==> src/rtl/dma_pkg.sv <==
package dma_pkg;
  localparam int unsigned REG_CTRL   = 0;
  localparam int unsigned REG_PADDR  = 1;
  localparam int unsigned REG_MADDR  = 2;
  localparam int unsigned REG_COUNT  = 3;
  localparam int unsigned REG_STATUS = 4;

  typedef enum logic [1:0] {ST_IDLE, ST_RD, ST_WR} eng_st_e;

  typedef struct packed {
    logic       teie;
    logic       tcie;
    logic       htie;
    logic [1:0] prio;
    logic       m2m;
    logic [1:0] mw;
    logic [1:0] pw;
    logic       minc;
    logic       pinc;
    logic       circ;
    logic       dir;
  } cfg_t;

  function automatic logic [2:0] width_step(input logic [1:0] w);
    case (w)
      2'd0:    return 3'd1;
      2'd1:    return 3'd2;
      default: return 3'd4;
    endcase
  endfunction

  function automatic logic [31:0] width_mask(input logic [31:0] d, input logic [1:0] w);
    case (w)
      2'd0:    return {24'b0, d[7:0]};
      2'd1:    return {16'b0, d[15:0]};
      default: return d;
    endcase
  endfunction
endpackage

==> src/rtl/dma_ptr.sv <==
module dma_ptr #(
  parameter int unsigned AW = 32
) (
  input  logic          clk_i,
  input  logic          rst_ni,
  input  logic          load_i,
  input  logic [AW-1:0] base_i,
  input  logic          adv_i,
  input  logic          inc_i,
  input  logic [1:0]    width_i,
  output logic [AW-1:0] ptr_o
);
  import dma_pkg::*;

  always_ff @(posedge clk_i or negedge rst_ni) begin
    if (!rst_ni)            ptr_o <= '0;
    else if (load_i)        ptr_o <= base_i;
    else if (adv_i && inc_i) ptr_o <= ptr_o + {{(AW-3){1'b0}}, width_step(width_i)};
  end
endmodule

==> src/rtl/dma_regs.sv <==
module dma_regs #(
  parameter int unsigned AW  = 32,
  parameter int unsigned CW  = 16,
  parameter int unsigned RAW = 3
) (
  input  logic           clk_i,
  input  logic           rst_ni,
  input  logic           reg_we_i,
  input  logic [RAW-1:0] reg_addr_i,
  input  logic [31:0]    reg_wdata_i,
  output logic [31:0]    reg_rdata_o,
  input  logic [CW-1:0]  cnt_cur_i,
  input  logic           set_tc_i,
  input  logic           set_ht_i,
  input  logic           set_te_i,
  output logic           ch_en_o,
  output dma_pkg::cfg_t  cfg_o,
  output logic [AW-1:0]  paddr_o,
  output logic [AW-1:0]  maddr_o,
  output logic [CW-1:0]  cnt_init_o,
  output logic           flag_tc_o,
  output logic           flag_ht_o,
  output logic           flag_te_o,
  output logic           irq_o
);
  import dma_pkg::*;

  logic wr_ctrl, wr_stat;
  assign wr_ctrl = reg_we_i && (reg_addr_i == RAW'(REG_CTRL));
  assign wr_stat = reg_we_i && (reg_addr_i == RAW'(REG_STATUS));

  always_ff @(posedge clk_i or negedge rst_ni) begin
    if (!rst_ni) begin
      ch_en_o    <= 1'b0;
      cfg_o      <= '0;
      paddr_o    <= '0;
      maddr_o    <= '0;
      cnt_init_o <= '0;
      flag_tc_o  <= 1'b0;
      flag_ht_o  <= 1'b0;
      flag_te_o  <= 1'b0;
    end else begin
      if (set_te_i)     ch_en_o <= 1'b0;
      else if (wr_ctrl) ch_en_o <= reg_wdata_i[0];
      if (wr_ctrl) begin
        cfg_o.pw   <= reg_wdata_i[6:5];
        cfg_o.mw   <= reg_wdata_i[8:7];
        cfg_o.m2m  <= reg_wdata_i[9];
        cfg_o.prio <= reg_wdata_i[11:10];
        cfg_o.htie <= reg_wdata_i[12];
        cfg_o.tcie <= reg_wdata_i[13];
        cfg_o.teie <= reg_wdata_i[14];
        if (!ch_en_o) begin
          cfg_o.dir  <= reg_wdata_i[1];
          cfg_o.circ <= reg_wdata_i[2];
          cfg_o.pinc <= reg_wdata_i[3];
          cfg_o.minc <= reg_wdata_i[4];
        end
      end
      if (reg_we_i && !ch_en_o) begin
        if (reg_addr_i == RAW'(REG_PADDR)) paddr_o    <= reg_wdata_i[AW-1:0];
        if (reg_addr_i == RAW'(REG_MADDR)) maddr_o    <= reg_wdata_i[AW-1:0];
        if (reg_addr_i == RAW'(REG_COUNT)) cnt_init_o <= reg_wdata_i[CW-1:0];
      end
      // set beats clear
      flag_tc_o <= set_tc_i | (flag_tc_o & ~(wr_stat & reg_wdata_i[1]));
      flag_ht_o <= set_ht_i | (flag_ht_o & ~(wr_stat & reg_wdata_i[2]));
      flag_te_o <= set_te_i | (flag_te_o & ~(wr_stat & reg_wdata_i[3]));
    end
  end

  assign irq_o = (flag_tc_o & cfg_o.tcie) | (flag_ht_o & cfg_o.htie) | (flag_te_o & cfg_o.teie);

  always_comb begin
    reg_rdata_o = '0;
    case (reg_addr_i)
      RAW'(REG_CTRL):   reg_rdata_o = {17'b0, cfg_o.teie, cfg_o.tcie, cfg_o.htie, cfg_o.prio,
                                       cfg_o.m2m, cfg_o.mw, cfg_o.pw, cfg_o.minc, cfg_o.pinc,
                                       cfg_o.circ, cfg_o.dir, ch_en_o};
      RAW'(REG_PADDR):  reg_rdata_o[AW-1:0] = paddr_o;
      RAW'(REG_MADDR):  reg_rdata_o[AW-1:0] = maddr_o;
      RAW'(REG_COUNT):  reg_rdata_o[CW-1:0] = ch_en_o ? cnt_cur_i : cnt_init_o;
      RAW'(REG_STATUS): reg_rdata_o[3:0] = {flag_te_o, flag_ht_o, flag_tc_o,
                                            flag_te_o | flag_ht_o | flag_tc_o};
      default:          reg_rdata_o = '0;
    endcase
  end
endmodule

==> src/rtl/dma_engine.sv <==
module dma_engine #(
  parameter int unsigned AW = 32,
  parameter int unsigned DW = 32,
  parameter int unsigned CW = 16
) (
  input  logic          clk_i,
  input  logic          rst_ni,
  input  logic          ch_en_i,
  input  logic          dir_i,
  input  logic          circ_i,
  input  logic          m2m_i,
  input  logic          pinc_i,
  input  logic          minc_i,
  input  logic [1:0]    pw_i,
  input  logic [1:0]    mw_i,
  input  logic [AW-1:0] paddr_i,
  input  logic [AW-1:0] maddr_i,
  input  logic [CW-1:0] cnt_init_i,
  input  logic          preq_i,
  output logic          bus_req_o,
  output logic [AW-1:0] bus_addr_o,
  output logic          bus_we_o,
  output logic [1:0]    bus_size_o,
  output logic [DW-1:0] bus_wdata_o,
  input  logic [DW-1:0] bus_rdata_i,
  input  logic          bus_ready_i,
  input  logic          bus_err_i,
  output logic [CW-1:0] cnt_o,
  output logic          set_tc_o,
  output logic          set_ht_o,
  output logic          set_te_o
);
  import dma_pkg::*;

  localparam int unsigned NPTR = 2; // 0 peripheral, 1 memory

  eng_st_e           st_q;
  logic              en_q, pend_q, start, go, take, done, circ_eff, reload;
  logic [DW-1:0]     data_q;
  logic [CW-1:0]     cnt_nxt;
  logic [CW:0]       dbl_old, dbl_new, init_x;
  logic [NPTR-1:0][AW-1:0] base, ptr;
  logic [NPTR-1:0]         inc;
  logic [NPTR-1:0][1:0]    wid;
  logic [AW-1:0]     src_ptr, dst_ptr;
  logic [1:0]        src_w, dst_w;

  assign base = {maddr_i, paddr_i};
  assign inc  = {minc_i, pinc_i};
  assign wid  = {mw_i, pw_i};

  generate
    for (genvar g = 0; g < NPTR; g++) begin : g_ptr
      dma_ptr #(.AW(AW)) u_ptr (
        .clk_i   (clk_i),
        .rst_ni  (rst_ni),
        .load_i  (start | reload),
        .base_i  (base[g]),
        .adv_i   (done & ~reload),
        .inc_i   (inc[g]),
        .width_i (wid[g]),
        .ptr_o   (ptr[g])
      );
    end
  endgenerate

  assign src_ptr  = dir_i ? ptr[1] : ptr[0];
  assign dst_ptr  = dir_i ? ptr[0] : ptr[1];
  assign src_w    = dir_i ? mw_i : pw_i;
  assign dst_w    = dir_i ? pw_i : mw_i;
  assign circ_eff = circ_i & ~m2m_i;

  assign start   = ch_en_i & ~en_q;
  assign go      = ch_en_i & en_q & (st_q == ST_IDLE) & (cnt_o != '0) & (m2m_i | pend_q);
  assign take    = go & ~m2m_i;
  assign done    = ch_en_i & (st_q == ST_WR) & bus_ready_i & ~bus_err_i;
  assign cnt_nxt = cnt_o - 1'b1;
  assign reload  = done & (cnt_nxt == '0) & circ_eff;

  assign dbl_old  = {cnt_o, 1'b0};
  assign dbl_new  = {cnt_nxt, 1'b0};
  assign init_x   = {1'b0, cnt_init_i};
  assign set_tc_o = done & (cnt_nxt == '0);
  assign set_ht_o = done & (dbl_old >= init_x) & (dbl_new < init_x);
  assign set_te_o = bus_req_o & bus_ready_i & bus_err_i;

  always_ff @(posedge clk_i or negedge rst_ni) begin
    if (!rst_ni) begin
      st_q   <= ST_IDLE;
      en_q   <= 1'b0;
      pend_q <= 1'b0;
      cnt_o  <= '0;
      data_q <= '0;
    end else begin
      en_q   <= ch_en_i;
      pend_q <= ch_en_i & ((pend_q & ~take) | preq_i);
      if (start)       cnt_o <= cnt_init_i;
      else if (reload) cnt_o <= cnt_init_i;
      else if (done)   cnt_o <= cnt_nxt;
      if (!ch_en_i) st_q <= ST_IDLE;
      else begin
        case (st_q)
          ST_IDLE: if (go) st_q <= ST_RD;
          ST_RD: if (bus_ready_i) begin
            st_q   <= bus_err_i ? ST_IDLE : ST_WR;
            data_q <= bus_rdata_i;
          end
          ST_WR:   if (bus_ready_i) st_q <= ST_IDLE;
          default: st_q <= ST_IDLE;
        endcase
      end
    end
  end

  assign bus_req_o   = ch_en_i & (st_q != ST_IDLE);
  assign bus_we_o    = (st_q == ST_WR);
  assign bus_addr_o  = bus_we_o ? dst_ptr : src_ptr;
  assign bus_size_o  = bus_we_o ? dst_w : src_w;
  assign bus_wdata_o = width_mask(data_q, src_w);
endmodule

==> src/rtl/dma_chan.sv <==
module dma_chan #(
  parameter int unsigned AW  = 32,
  parameter int unsigned DW  = 32,
  parameter int unsigned CW  = 16,
  parameter int unsigned RAW = 3
) (
  input  logic           clk_i,
  input  logic           rst_ni,
  input  logic           reg_we_i,
  input  logic [RAW-1:0] reg_addr_i,
  input  logic [31:0]    reg_wdata_i,
  output logic [31:0]    reg_rdata_o,
  input  logic           preq_i,
  output logic           bus_req_o,
  output logic [AW-1:0]  bus_addr_o,
  output logic           bus_we_o,
  output logic [1:0]     bus_size_o,
  output logic [DW-1:0]  bus_wdata_o,
  input  logic [DW-1:0]  bus_rdata_i,
  input  logic           bus_ready_i,
  input  logic           bus_err_i,
  output logic           irq_o
);
  import dma_pkg::*;

  cfg_t          cfg;
  logic          ch_en, flag_tc, flag_ht, flag_te;
  logic          set_tc, set_ht, set_te;
  logic [AW-1:0] paddr, maddr;
  logic [CW-1:0] cnt_init, cnt_cur;

  dma_regs #(.AW(AW), .CW(CW), .RAW(RAW)) u_regs (
    .clk_i, .rst_ni, .reg_we_i, .reg_addr_i, .reg_wdata_i, .reg_rdata_o,
    .cnt_cur_i  (cnt_cur),
    .set_tc_i   (set_tc),
    .set_ht_i   (set_ht),
    .set_te_i   (set_te),
    .ch_en_o    (ch_en),
    .cfg_o      (cfg),
    .paddr_o    (paddr),
    .maddr_o    (maddr),
    .cnt_init_o (cnt_init),
    .flag_tc_o  (flag_tc),
    .flag_ht_o  (flag_ht),
    .flag_te_o  (flag_te),
    .irq_o
  );

  dma_engine #(.AW(AW), .DW(DW), .CW(CW)) u_eng (
    .clk_i, .rst_ni,
    .ch_en_i    (ch_en),
    .dir_i      (cfg.dir),
    .circ_i     (cfg.circ),
    .m2m_i      (cfg.m2m),
    .pinc_i     (cfg.pinc),
    .minc_i     (cfg.minc),
    .pw_i       (cfg.pw),
    .mw_i       (cfg.mw),
    .paddr_i    (paddr),
    .maddr_i    (maddr),
    .cnt_init_i (cnt_init),
    .preq_i,
    .bus_req_o, .bus_addr_o, .bus_we_o, .bus_size_o, .bus_wdata_o,
    .bus_rdata_i, .bus_ready_i, .bus_err_i,
    .cnt_o      (cnt_cur),
    .set_tc_o   (set_tc),
    .set_ht_o   (set_ht),
    .set_te_o   (set_te)
  );
endmodule

==> config.mk <==
export PLATFORM = sky130hd
export DESIGN_NAME = dma_chan
export DESIGN_NICKNAME = d
export VERILOG_FILES = /design/src/rtl/dma_pkg.sv /design/src/rtl/dma_ptr.sv /design/src/rtl/dma_regs.sv /design/src/rtl/dma_engine.sv /design/src/rtl/dma_chan.sv
export SDC_FILE = /design/constraint.sdc
export NUM_CORES = 1
export LEC_CHECK = 0
export BUFFER_PORTS_ARGS = -buffer_cell sky130_fd_sc_hd__buf_2
export CAP_MARGIN = 10
export CORE_MARGIN = 4
export CORE_UTILIZATION = 50
export CTS_CLUSTER_DIAMETER = 50
export DETAILED_ROUTE_END_ITERATION = 12
export GPL_ROUTABILITY_DRIVEN = 0
export PLACE_DENSITY_LB_ADDON = 0.05
export SLEW_MARGIN = 20
export SYNTH_ARGS = -nofsm -noshare
export SYNTH_HDL_FRONTEND = slang
export SYNTH_HIERARCHICAL = 1
export SYNTH_SLANG_ARGS = --single-unit
==> constraint.sdc <==
create_clock -name clk_i -period 4.2 [get_ports clk_i]
set_input_delay 0 -clock clk_i [delete_from_list [all_inputs] [get_ports clk_i]]
set_output_delay 0 -clock clk_i [all_outputs]
set_load 0.02 [all_outputs]
==> metrics.txt <==
DRT iter0 DRCs 641; Synth top area share 0.428; Worst-path clk slew 0.06 ns; Die Span Y 166 µm; Hold Violations, Final 0; Rows 57; status finished, final reports clean; count of cell types in the netlist 73; total track usage 0.256; pre-CTS setup slack 0.530 ns; vias in the first global route 10.0k; fmax 267 MHz; clock latency on the worst-skew pair 0.54 ns; sequential share of power 0.360; P_int 6460 µW; setup_tns 0 ns; Clock Sink Count 214; Psw 4090 µW; die area 27,600 µm²; EDFF count, synth 0; First-pass DRT Iterations 5; antenna violations before repair 1; Die X 166 µm; Pwr Total 10,500 µW; Starting Density 0.511; max-cap violations 0; Post-synth ARST share 1.00; fin worst setup slack 0.461 ns; worst hold slack 0.142 ns; drt total wl 35,500 µm; Worst Path Buf+Inv 3; final net count 1,497; cts hold-fix bufs 70; Post-DRT Antenna Nets 0; RSZ-0062 raised after global routing false; worst reg2reg setup slack 0.46 ns; postcts setup bufs 0; Setup violations, final 0; # fillers 2,026; Clk network pwr share 0.255; Crit path max-delay family simple AND/OR/NAND/NOR gates; Pwr per Cell Area 686 nW/µm²; diode count 0; Mapped Area 12,500 µm²; GR Overflow Total 0; DR vias 9,731; cells after synthesis 1,158; CP endpoint kind flip-flop; DRC errors left 0; CP Launch Type flip-flop; CTS resizes 0; area leader, netlist dfrtp_1; Ys Warns 6; Mapped Nets 1,270; Clk Tree Root Cell clkbuf_16; switching share of total power 0.387; fin crit period 3.74 ns; final period utilization 0.890; clk_skew 0.0125 ns; WL per Instance 20.5 µm; Comb pwr share 0.385; vias per inst 5.62; critical-path cell list inv_1 > ha_1 > nor3b_1 > and2_1 > mux2i_1 > a32o_1 > and3_1 > a21oi_1 > buf_4 > nand2_1 > buf_4 > nor3_1 > and3_1 > xnor2_1 > o21ai_1; share of layout cells above drive strength 1 0.313; Avg Cell Area, Syn 10.8 µm²; dpl hpwl 24,800 µm; CTS Buf Count 28; Crit Path Category flip-flop to flip-flop; Multi-input gate area 6670 µm²; most used flip-flop cell after synthesis dfrtp_1; Peak VDD IR 442 µV; Largest stage delay, worst path 0.50 ns; Slew @ Worst Pin 1.02 ns; Seq. cell area 5360 µm²; final core utilization 0.629; maximum number of pins on one net before global-route repair 115; global-route wire length before repair 57,500 µm; Hold WC Path Type primary input to asynchronous set/reset pin; input/output buffers 173; Yosys reg bits 214; CTS tree yes; Slew HR 0.314; Seq/Total Area, Yosys 0.428; Arr. time, crit path 4.15 ns; Max FO, Critical Path 14; synth-to-layout area growth 23.1%; CP Data Required Time 4.61 ns; synth top area cells dfrtp_1 43%, mux2_2 14%, ha_1 3.7%, xnor2_1 3.6%, mux2i_1 3.4%; clock buffer depth 3; P_leak 0.00704 µW; io pins 174; core footprint 24,500 µm²; fin. max-slew vios 0; H-tree Lvls 1; CP max stage cell nor3_1
metal layers:
| layer | track usage | routed length (µm) |
|---|---|---|
| met4 | 0.0656 | 911 |
| met1 | 0.356 | 15800 |
| met2 | 0.425 | 17200 |
| met5 | 0 | 13 |
| met3 | 0.0367 | 1670 |
worst reg2reg max path, cell delays in order, from the launching register on:
cell and delay [ns]:
dfrtp_1 0.47, inv_1 0.12, ha_1 0.23, nor3b_1 0.44, and2_1 0.23, mux2i_1 0.08
a32o_1 0.30, and3_1 0.18, a21oi_1 0.15, buf_4 0.19, nand2_1 0.08, buf_4 0.21
nor3_1 0.50, and3_1 0.25, xnor2_1 0.12, o21ai_1 0.08
cells by family after synthesis:
| logic type | after synthesis | share of synthesized area |
|---|---|---|
| xor gates and xnor gates | 86 | 0.0603 |
| buffers and inverters | 103 | 0.0400 |
| AOI/OAI and AO/OA | 161 | 0.0818 |
| muxes | 218 | 0.192 |
| and+or+nand+nor | 337 | 0.157 |
| DFF | 214 | 0.428 |
| adders and majority gates | 39 | 0.0402 |
through the flow:
stage / cells / instance area [µm²]
2_1_floorplan: 1158 / 12500
3_3_place_gp: 1609 / 13600
3_5_place_dp: 1609 / 13600
4_1_cts: 1730 / 15400
5_1_grt: 1730 / 15400
6_report: 1730 / 15400
path summary, 6_finish.rpt:
kind,endpoint,start,cells after the start
setup / recovery,u_eng/g_ptr[0].u_ptr/ptr_o[8],u_eng/cnt_o[0],15
setup reg to reg,u_eng/g_ptr[0].u_ptr/ptr_o[8],u_eng/cnt_o[0],15
hold reg to reg,u_eng/data_q[11],u_eng/data_q[11],1
min in group clk_i,u_regs/flag_tc_o,reg_addr_i[2],4
max in group asynchronous,u_eng/g_ptr[1].u_ptr/ptr_o[30],rst_ni,3
hold / removal,u_eng/g_ptr[0].u_ptr/ptr_o[6],rst_ni,2
cells in the final DEF (no fill, tap or decap), types with 17 or more instances in the layout:
master	Yosys	routed
a21oi_1	28	28
buf_2	16	172
buf_4	13	25
clkbuf_16	0	29
dfrtp_1	214	214
dlygate4sd3_1	0	70
ha_1	37	37
inv_1	30	30
mux2_1	17	17
mux2_2	158	158
mux2i_1	43	43
nand2_1	101	101
nand3_1	32	32
nor2_1	38	38
nor2b_1	24	24
nor3_1	24	24
o21ai_1	51	51
xnor2_1	52	52
xor2_1	34	33
flip-flops by register name, summed over array words and instances (netlist names):
register                 count
u_eng/cnt_o                 16
u_eng/data_q                32
u_eng/en_q                   1
u_eng/g_ptr.u_ptr/ptr_o     64
u_eng/pend_q                 1
u_eng/st_q                   2
u_regs/cfg_o                14
u_regs/ch_en_o               1
u_regs/cnt_init_o           16
u_regs/flag_ht_o             1
u_regs/flag_tc_o             1
u_regs/flag_te_o             1
u_regs/maddr_o              32
u_regs/paddr_o              32
Yosys cell counts (3+ instances only):
cell / n
o21a_1: 3
nand2b_1: 4
buf_1: 3
mux2_2: 158
ha_1: 37
o21ai_1: 51
nor3_1: 24
clkbuf_1: 34
and3b_1: 12
dfrtp_1: 214
nor4_2: 12
o22ai_1: 11
a21oi_1: 28
buf_4: 13
nand2_1: 101
nor3b_1: 5
buf_2: 16
a21o_1: 11
or2_1: 3
a2111oi_0: 3
and2_1: 11
nand3_2: 3
nand3_1: 32
mux2_1: 17
and4bb_1: 4
buf_6: 6
nor2b_1: 24
xor2_1: 34
nor4_1: 13
nand4_1: 15
nor2_1: 38
xnor2_1: 52
mux2i_1: 43
and3_1: 11
or3_1: 3
inv_1: 30
a22o_1: 16
o21ai_0: 15
area by class of cell:
class | instances | area share
Clock buffer | 36 | 0.0515
Clock inverter | 15 | 0.0170
Inverter | 31 | 0.00764
Multi-Input combinational cell | 841 | 0.433
Sequential cell | 214 | 0.348
Tap cell | 324 | 0.0263
Timing Repair Buffer | 269 | 0.116
power groups by stage:
stage | Clock, µW | Combinational (µW) | Sequential, µW
after global routing | 2820 | 4480 | 3940
after floorplan | 0 | 3120 | 3440
after detailed placement | 0 | 3980 | 3820
after CTS | 2730 | 4060 | 3790
final | 2690 | 4060 | 3800
after global placement | 0 | 3930 | 3800
Power figures use the tool's default switching activity.
